**config.mk**
```make
export PLATFORM = sky130hd
export DESIGN_NAME = fan_spinup_guard
export DESIGN_NICKNAME = d
export VERILOG_FILES = /design/src/rtl/fsg_pkg.sv /design/src/rtl/fsg_tach_qual.sv /design/src/rtl/fsg_spin_timer.sv /design/src/rtl/fsg_limit_check.sv /design/src/rtl/fan_spinup_guard.sv
export SDC_FILE = /design/constraint.sdc
export NUM_CORES = 1
export LEC_CHECK = 0
export BUFFER_PORTS_ARGS = -buffer_cell sky130_fd_sc_hd__buf_4
export CAP_MARGIN = 5
export CORE_MARGIN = 5
export CORE_UTILIZATION = 50
export DETAILED_ROUTE_END_ITERATION = 12
export GPL_ROUTABILITY_DRIVEN = 0
export PLACE_DENSITY = 0.76
export SLEW_MARGIN = 20
export SYNTH_ARGS = -nofsm -noshare
export SYNTH_HDL_FRONTEND = slang
export SYNTH_SLANG_ARGS = --single-unit
```
**constraint.sdc**
```tcl
create_clock -name clk -period 2.45 [get_ports clk]
set_input_delay 0.1225 -clock clk [delete_from_list [all_inputs] [get_ports clk]]
set_output_delay 0.1225 -clock clk [all_outputs]
set_load 0.02 [all_outputs]
```
**src/rtl/fsg_pkg.sv**
```systemverilog
package fsg_pkg;
    localparam int TMR_W = 12;

    typedef enum logic [1:0] {
        PH_IDLE  = 2'd0,
        PH_SPIN  = 2'd1,
        PH_RUN   = 2'd2,
        PH_STALL = 2'd3
    } phase_t;

    function automatic logic [TMR_W-1:0] tmo_ticks(input logic [2:0] code);
        logic [TMR_W-1:0] t;
        unique case (code)
            3'd0: t = TMR_W'(0);
            3'd1: t = TMR_W'(100);
            3'd2: t = TMR_W'(250);
            3'd3: t = TMR_W'(400);
            3'd4: t = TMR_W'(667);
            3'd5: t = TMR_W'(1000);
            3'd6: t = TMR_W'(2000);
            default: t = TMR_W'(4000);
        endcase
        return t;
    endfunction
endpackage

```
**src/rtl/fsg_tach_qual.sv**
```systemverilog
module fsg_tach_qual #(
    parameter int SYNC    = 2,
    parameter int MIN_LOW = 2
) (
    input  logic clk,
    input  logic rst_n,
    input  logic tach_in,
    output logic edge_ok
);
    localparam int LW = $clog2(MIN_LOW + 1);

    logic [SYNC-1:0] s_q;
    logic [LW-1:0]   low_cnt;

    genvar g;
    generate
        for (g = 0; g < SYNC; g++) begin : g_sync
            always_ff @(posedge clk) begin
                if (!rst_n) s_q[g] <= 1'b0;
                else if (g == 0) s_q[g] <= tach_in;
                else s_q[g] <= s_q[(g == 0) ? 0 : g-1];
            end
        end
    endgenerate

    always_ff @(posedge clk) begin
        if (!rst_n)
            low_cnt <= '0;
        else if (s_q[SYNC-1])
            low_cnt <= '0;
        else if (low_cnt < LW'(MIN_LOW))
            low_cnt <= low_cnt + 1'b1;
    end

    assign edge_ok = s_q[SYNC-1] && (low_cnt >= LW'(MIN_LOW));

    // Checks the default two-sample low requirement.
    AST_EDGE_AFTER_LOW: assert property (@(posedge clk) disable iff (!rst_n)
        edge_ok |-> ($past(s_q[SYNC-1]) == 1'b0) && ($past(s_q[SYNC-1], 2) == 1'b0));
endmodule

```
**src/rtl/fsg_spin_timer.sv**
```systemverilog
module fsg_spin_timer
    import fsg_pkg::*;
(
    input  logic       clk,
    input  logic       rst_n,
    input  logic       run,
    input  logic       tick,
    input  logic [2:0] code,
    output logic       expired
);
    logic [TMR_W-1:0] cnt_q;
    logic [TMR_W-1:0] lim;

    assign lim = tmo_ticks(code);

    always_ff @(posedge clk) begin
        if (!rst_n || !run)
            cnt_q <= '0;
        else if (tick && (cnt_q != '1))
            cnt_q <= cnt_q + 1'b1;
    end

    assign expired = run && (lim != '0) && (cnt_q >= lim);

    AST_NEVER_EXPIRE_CODE0: assert property (@(posedge clk) disable iff (!rst_n)
        (code == 3'd0) |-> !expired);
endmodule

```
**src/rtl/fsg_limit_check.sv**
```systemverilog
module fsg_limit_check (
    input  logic        clk,
    input  logic        rst_n,
    input  logic        lo_we,
    input  logic        hi_we,
    input  logic [7:0]  wdata,
    input  logic        count_valid,
    input  logic [15:0] count_in,
    input  logic        judge,
    input  logic        stalled,
    input  logic        idle,
    input  logic        fault_clr,
    output logic [15:0] lim,
    output logic        fault
);
    logic [7:0] lo_q, hi_q;
    logic       over_last, lim_ok, over_new, meas, cond_now;

    always_ff @(posedge clk) begin
        if (!rst_n) begin
            lo_q <= 8'hFF;
            hi_q <= 8'hFF;
        end else begin
            if (lo_we) lo_q <= wdata;
            if (hi_we) hi_q <= wdata;
        end
    end

    assign lim      = {hi_q, lo_q};
    assign lim_ok   = (lim != 16'h0000) && (lim != 16'hFFFF);
    assign over_new = lim_ok && (stalled || (count_in > lim));
    assign meas     = count_valid && judge;
    assign cond_now = meas ? over_new : over_last;

    always_ff @(posedge clk) begin
        if (!rst_n || idle)
            over_last <= 1'b0;
        else if (meas)
            over_last <= over_new;
    end

    always_ff @(posedge clk) begin
        if (!rst_n)
            fault <= 1'b0;
        else if (meas && over_new)
            fault <= 1'b1;
        else if (fault_clr && !cond_now)
            fault <= 1'b0;
    end

    AST_SET_NEEDS_LIMIT: assert property (@(posedge clk) disable iff (!rst_n)
        $rose(fault) |-> ($past(lim) != 16'h0000) && ($past(lim) != 16'hFFFF));
    AST_FAULT_STICKY: assert property (@(posedge clk) disable iff (!rst_n)
        (fault && !fault_clr) |=> fault);
    AST_STALL_FAULTS: assert property (@(posedge clk) disable iff (!rst_n)
        (count_valid && judge && stalled && lim_ok) |=> fault);
endmodule

```
**src/rtl/fan_spinup_guard.sv**
```systemverilog
module fan_spinup_guard
    import fsg_pkg::*;
(
    input  logic        clk,
    input  logic        rst_n,
    input  logic        ms_tick,
    input  logic        fan_en,
    input  logic        tach_in,
    input  logic        pwm_req,
    output logic        pwm_out,
    input  logic        cfg_lock,
    input  logic        tmo_we,
    input  logic [2:0]  tmo_wdata,
    output logic [2:0]  tmo_code,
    input  logic        lim_lo_we,
    input  logic        lim_hi_we,
    input  logic [7:0]  lim_wdata,
    output logic [15:0] lim_value,
    input  logic        count_valid,
    input  logic [15:0] count_in,
    output logic [15:0] count_out,
    input  logic        fault_clr,
    output logic        fault,
    output logic [1:0]  phase
);
    phase_t state_q, state_d;
    logic   edge_ok, expired, seen_q;
    logic [2:0] tmo_q;

    fsg_tach_qual #(.SYNC(2), .MIN_LOW(2)) u_qual (
        .clk(clk), .rst_n(rst_n), .tach_in(tach_in), .edge_ok(edge_ok)
    );

    fsg_spin_timer u_tmr (
        .clk(clk), .rst_n(rst_n), .run(state_q == PH_SPIN),
        .tick(ms_tick), .code(tmo_q), .expired(expired)
    );

    fsg_limit_check u_lim (
        .clk(clk), .rst_n(rst_n), .lo_we(lim_lo_we), .hi_we(lim_hi_we),
        .wdata(lim_wdata), .count_valid(count_valid), .count_in(count_in),
        .judge((state_q == PH_RUN) || (state_q == PH_STALL)),
        .stalled(state_q == PH_STALL), .idle(state_q == PH_IDLE),
        .fault_clr(fault_clr), .lim(lim_value), .fault(fault)
    );

    always_ff @(posedge clk) begin
        if (!rst_n)
            tmo_q <= 3'd2;
        else if (tmo_we && !cfg_lock)
            tmo_q <= tmo_wdata;
    end

    always_ff @(posedge clk) begin
        if (!rst_n || state_q != PH_SPIN)
            seen_q <= 1'b0;
        else if (edge_ok)
            seen_q <= 1'b1;
    end

    always_comb begin
        state_d = state_q;
        if (!fan_en)
            state_d = PH_IDLE;
        else begin
            unique case (state_q)
                PH_IDLE:  state_d = PH_SPIN;
                PH_SPIN: begin
                    if (edge_ok && seen_q) state_d = PH_RUN;
                    else if (expired)      state_d = PH_STALL;
                end
                PH_RUN:   state_d = PH_RUN;
                PH_STALL: state_d = PH_STALL;
            endcase
        end
    end

    always_ff @(posedge clk) begin
        if (!rst_n) state_q <= PH_IDLE;
        else        state_q <= state_d;
    end

    always_comb begin
        pwm_out   = 1'b0;
        count_out = count_in;
        unique case (state_q)
            PH_IDLE:  pwm_out = 1'b0;
            PH_SPIN:  pwm_out = 1'b1;
            PH_RUN:   pwm_out = pwm_req;
            PH_STALL: begin
                pwm_out   = pwm_req;
                count_out = 16'hFFFF;
            end
        endcase
    end

    assign tmo_code = tmo_q;
    assign phase    = state_q;

    AST_RUN_AFTER_EDGE: assert property (@(posedge clk) disable iff (!rst_n)
        (state_q == PH_RUN && $past(state_q) == PH_SPIN) |-> $past(edge_ok));
    AST_STALL_NEEDS_CODE: assert property (@(posedge clk) disable iff (!rst_n)
        (state_q == PH_STALL && $past(state_q) == PH_SPIN) |-> ($past(tmo_q) != 3'd0));
    AST_DISABLE_TO_IDLE: assert property (@(posedge clk) disable iff (!rst_n)
        !fan_en |=> (state_q == PH_IDLE));
    AST_SPIN_FULL_ON: assert property (@(posedge clk) disable iff (!rst_n)
        ($past(state_q) == PH_IDLE && state_q == PH_SPIN) |-> pwm_out);
endmodule

```
==> flow_metrics.tcl <==
set metrics [dict create \
    ys_ff_latch 40 \
    wire_per_inst_um 14.3 \
    yosys_warnings 0 \
    grt_max_degree 26 \
    synth_top_area_share_pct 30.9 \
    cts_tree "built" \
    dieWidth_um 82.0 \
    drc_errors 0 \
    final.setup_skew_ns 0.0128 \
    synth_simple_gate_area_share_pct 26.2 \
    power.total_w 0.00170 \
    hp-class "in -> reg" \
    areaGrowthSynthToFinish_pct 29.5 \
    start_util_pct 51.0 \
    first_pass_iters 4 \
    synth_cell_types 45 \
    endpoint_kind "flip-flop" \
    drive_above_1_share_pct 27.6 \
    crit_type "reg -> reg" \
    cp_max_fo 5 \
    hpwlAfterDp_mm 5.19 \
    clk_path_buf_depth 2 \
    ir_worst_vdd_mv 0.286 \
    pre_cts_ws_ns -0.0373 \
    dr_wl_met3_um 420 \
    synth.mux.area_fraction_pct 1.16 \
    port_buffers 77 \
    design.die.area_mm2 0.00672 \
    synthAdderAreaFrac_pct 16.4 \
    holdWs_ns 0.0190 \
    synth_compound_gate_area_share_pct 16.0 \
    htreeDepth 2 \
    status "finished clean" \
    crit_path_start_kind "flip-flop" \
    clock.fmax_mhz 422 \
    syn_nets 379 \
    worstSkewPairLatency_ns 0.31 \
    wl_met1_mm 2.76 \
    cts_inserted_buffers 5 \
    pin_count 78 \
    hold_buffers 0 \
    met2_length_mm 3.22 \
    final_nets 453 \
    grtUsageTotal_pct 20.5 \
    max-slew-margin-rel_pct 62.6 \
    drv_slew 0 \
    fin_cells 451 \
    drv_cap 0 \
    avgSynthCellArea_um2 8.46 \
    ys_async_sr_fraction_pct 0 \
    post-route-period-util_pct 96.7 \
    dpl.cell_count 442 \
    hold_viol 0 \
    synth_common_cells "dfxtp_1 (40), ha_1 (34), nand2_1 (31)" \
    grt_antenna_before_repair 0 \
    required_ns 2.64 \
    globalRouteOverflowTotal 0 \
    viasPerCell 5.36 \
    num-fill-cells 454 \
    netlist_instances 306 \
    rsz0062_at_grt "false" \
    rows 26 \
    vias 2418 \
    fin_util_pct 66.1 \
    grt_pass1_wl_mm 10.7 \
    synth_edf_count 0 \
    syn-cell-area_mm2 0.00259 \
    num_antenna_cells 0 \
    clockRootBuffer "clkbuf_8" \
    top_layer_used "met4" \
    clk_pin_slew_ns 0.09 \
    pwr_density_cell_mw_per_mm2 506 \
    synth_most_common_cell "dfxtp_1" \
    fp.dieH_um 82.0 \
    ys_seq_area_share_pct 30.9 \
    fin_crit_ns 2.37 \
    ant_nets 0 \
    leakage_nw 1.63 \
    synth_top_family_by_area "simple AND/OR/NAND/NOR gates" \
    yosysTopAreaCell "dfxtp_1" \
    ys.flop_type "dfxtp_1" \
    setup_violations 0 \
    cts.sinks 40 \
    synthTopCellsByArea "dfxtp_1 (31%), ha_1 (16%), o211ai_1 (5.5%)" \
    grt_pass1_vias 2393 \
    routed_wl_mm 6.46 \
    setup_ws_ns 0.0813 \
    synthXorXnorAreaFrac_pct 3.38 \
    drt_iter0_drc 69 \
    worst_pin_slew_ns 0.559 \
    coreArea_mm2 0.00507 \
    worstPathArrival_ns 2.56 \
]
==> layout make-up <==
class,instances,area (µm²),share of cell area (%)
Timing Repair Buffer,78,586,17.5
Inverter,27,101,3.02
Multi-Input combinational cell,228,1660,49.5
Sequential cell,40,803,24.0
Clock buffer,5,68.8,2.05
Tap cell,70,87.6,2.61
Clock inverter,3,47.5,1.42
==> registers in the layout (all words and copies together), names as in the netlist, 2 cells and up <==
register / flops
u_qual.s_q: 2
u_tmr.cnt_q: 12
phase: 2
u_lim.hi_q: 8
u_lim.lo_q: 8
u_qual.low_cnt: 2
tmo_code: 3
==> placed cells by master, fill, tap and decap left out, types with 6 or more instances in the layout <==
cell type   n
buf_4      78
dfxtp_1    38
ha_1       32
nand2_1    31
inv_1      27
nand2b_1   20
o211ai_1   19
nor2_1     16
a21oi_1    14
nand4_1    14
xor2_1      8
nand3_1     8
nor4_1      6
a21o_1      6
==> report_power, final <==
group | internal (W) | leakage [nW] | switching (W) | total, W
Sequential | 0.000689 | 0.329 | 0.0000429 | 0.000732
Clock | 0.000307 | 0.0583 | 0.000254 | 0.000561
Combinational | 0.000190 | 1.24 | 0.000213 | 0.000403
Total | 0.00119 | 1.63 | 0.000510 | 0.00170
==> metrics by stage <==
step	cell area, µm²	TNS [ns]
after floorplan	2590	0
after global placement	3200	0
after detailed placement	3200	-0.0373
after CTS	3330	0
after global routing	3350	0
final	3350	0
==> path summary, 6_finish.rpt <==
check        slack (ns)             to           from  depth (start not counted)
min reg2reg        0.44  u_qual.s_q[1]  u_qual.s_q[0]                          1
min                0.02  u_qual.s_q[0]        tach_in                          2
max                0.08       phase[1]    tmo_code[0]                         10
max reg2reg        0.08       phase[1]    tmo_code[0]                         10
==> layer usage <==
metal	GRT usage, %	vias to the layer above
li1	-	1241
met1	24.3	1108
met2	35.1	62
met3	6.69	7
met4	5.81	0
met5	0	-
==> worst max-delay path, cell delays in order (launching register included) <==
cell and delay, ns:
dfxtp_2 0.37, inv_1 0.09, ha_1 0.25, and2_1 0.18
or2_2 0.34, nor3_4 0.20, ha_1 0.29, a21oi_1 0.17
a21oi_1 0.09, a211oi_1 0.22, a311oi_1 0.06
==> logic make-up (layout without fill, tap and decap cells) <==
group / Yosys count / after routing
simple gates: 123 / 123
compound gates: 58 / 58
flops: 40 / 40
buf+inv: 38 / 113
fa+ha+maj: 34 / 34
xor+xnor: 10 / 10
mux: 3 / 3
==> repair_timing <==
action,CTS,global route
resized for setup,2,6
buffers inserted,0,1
endpoints found under the setup margin,1,1
No activity file was read; power rests on OpenSTA's default activity.
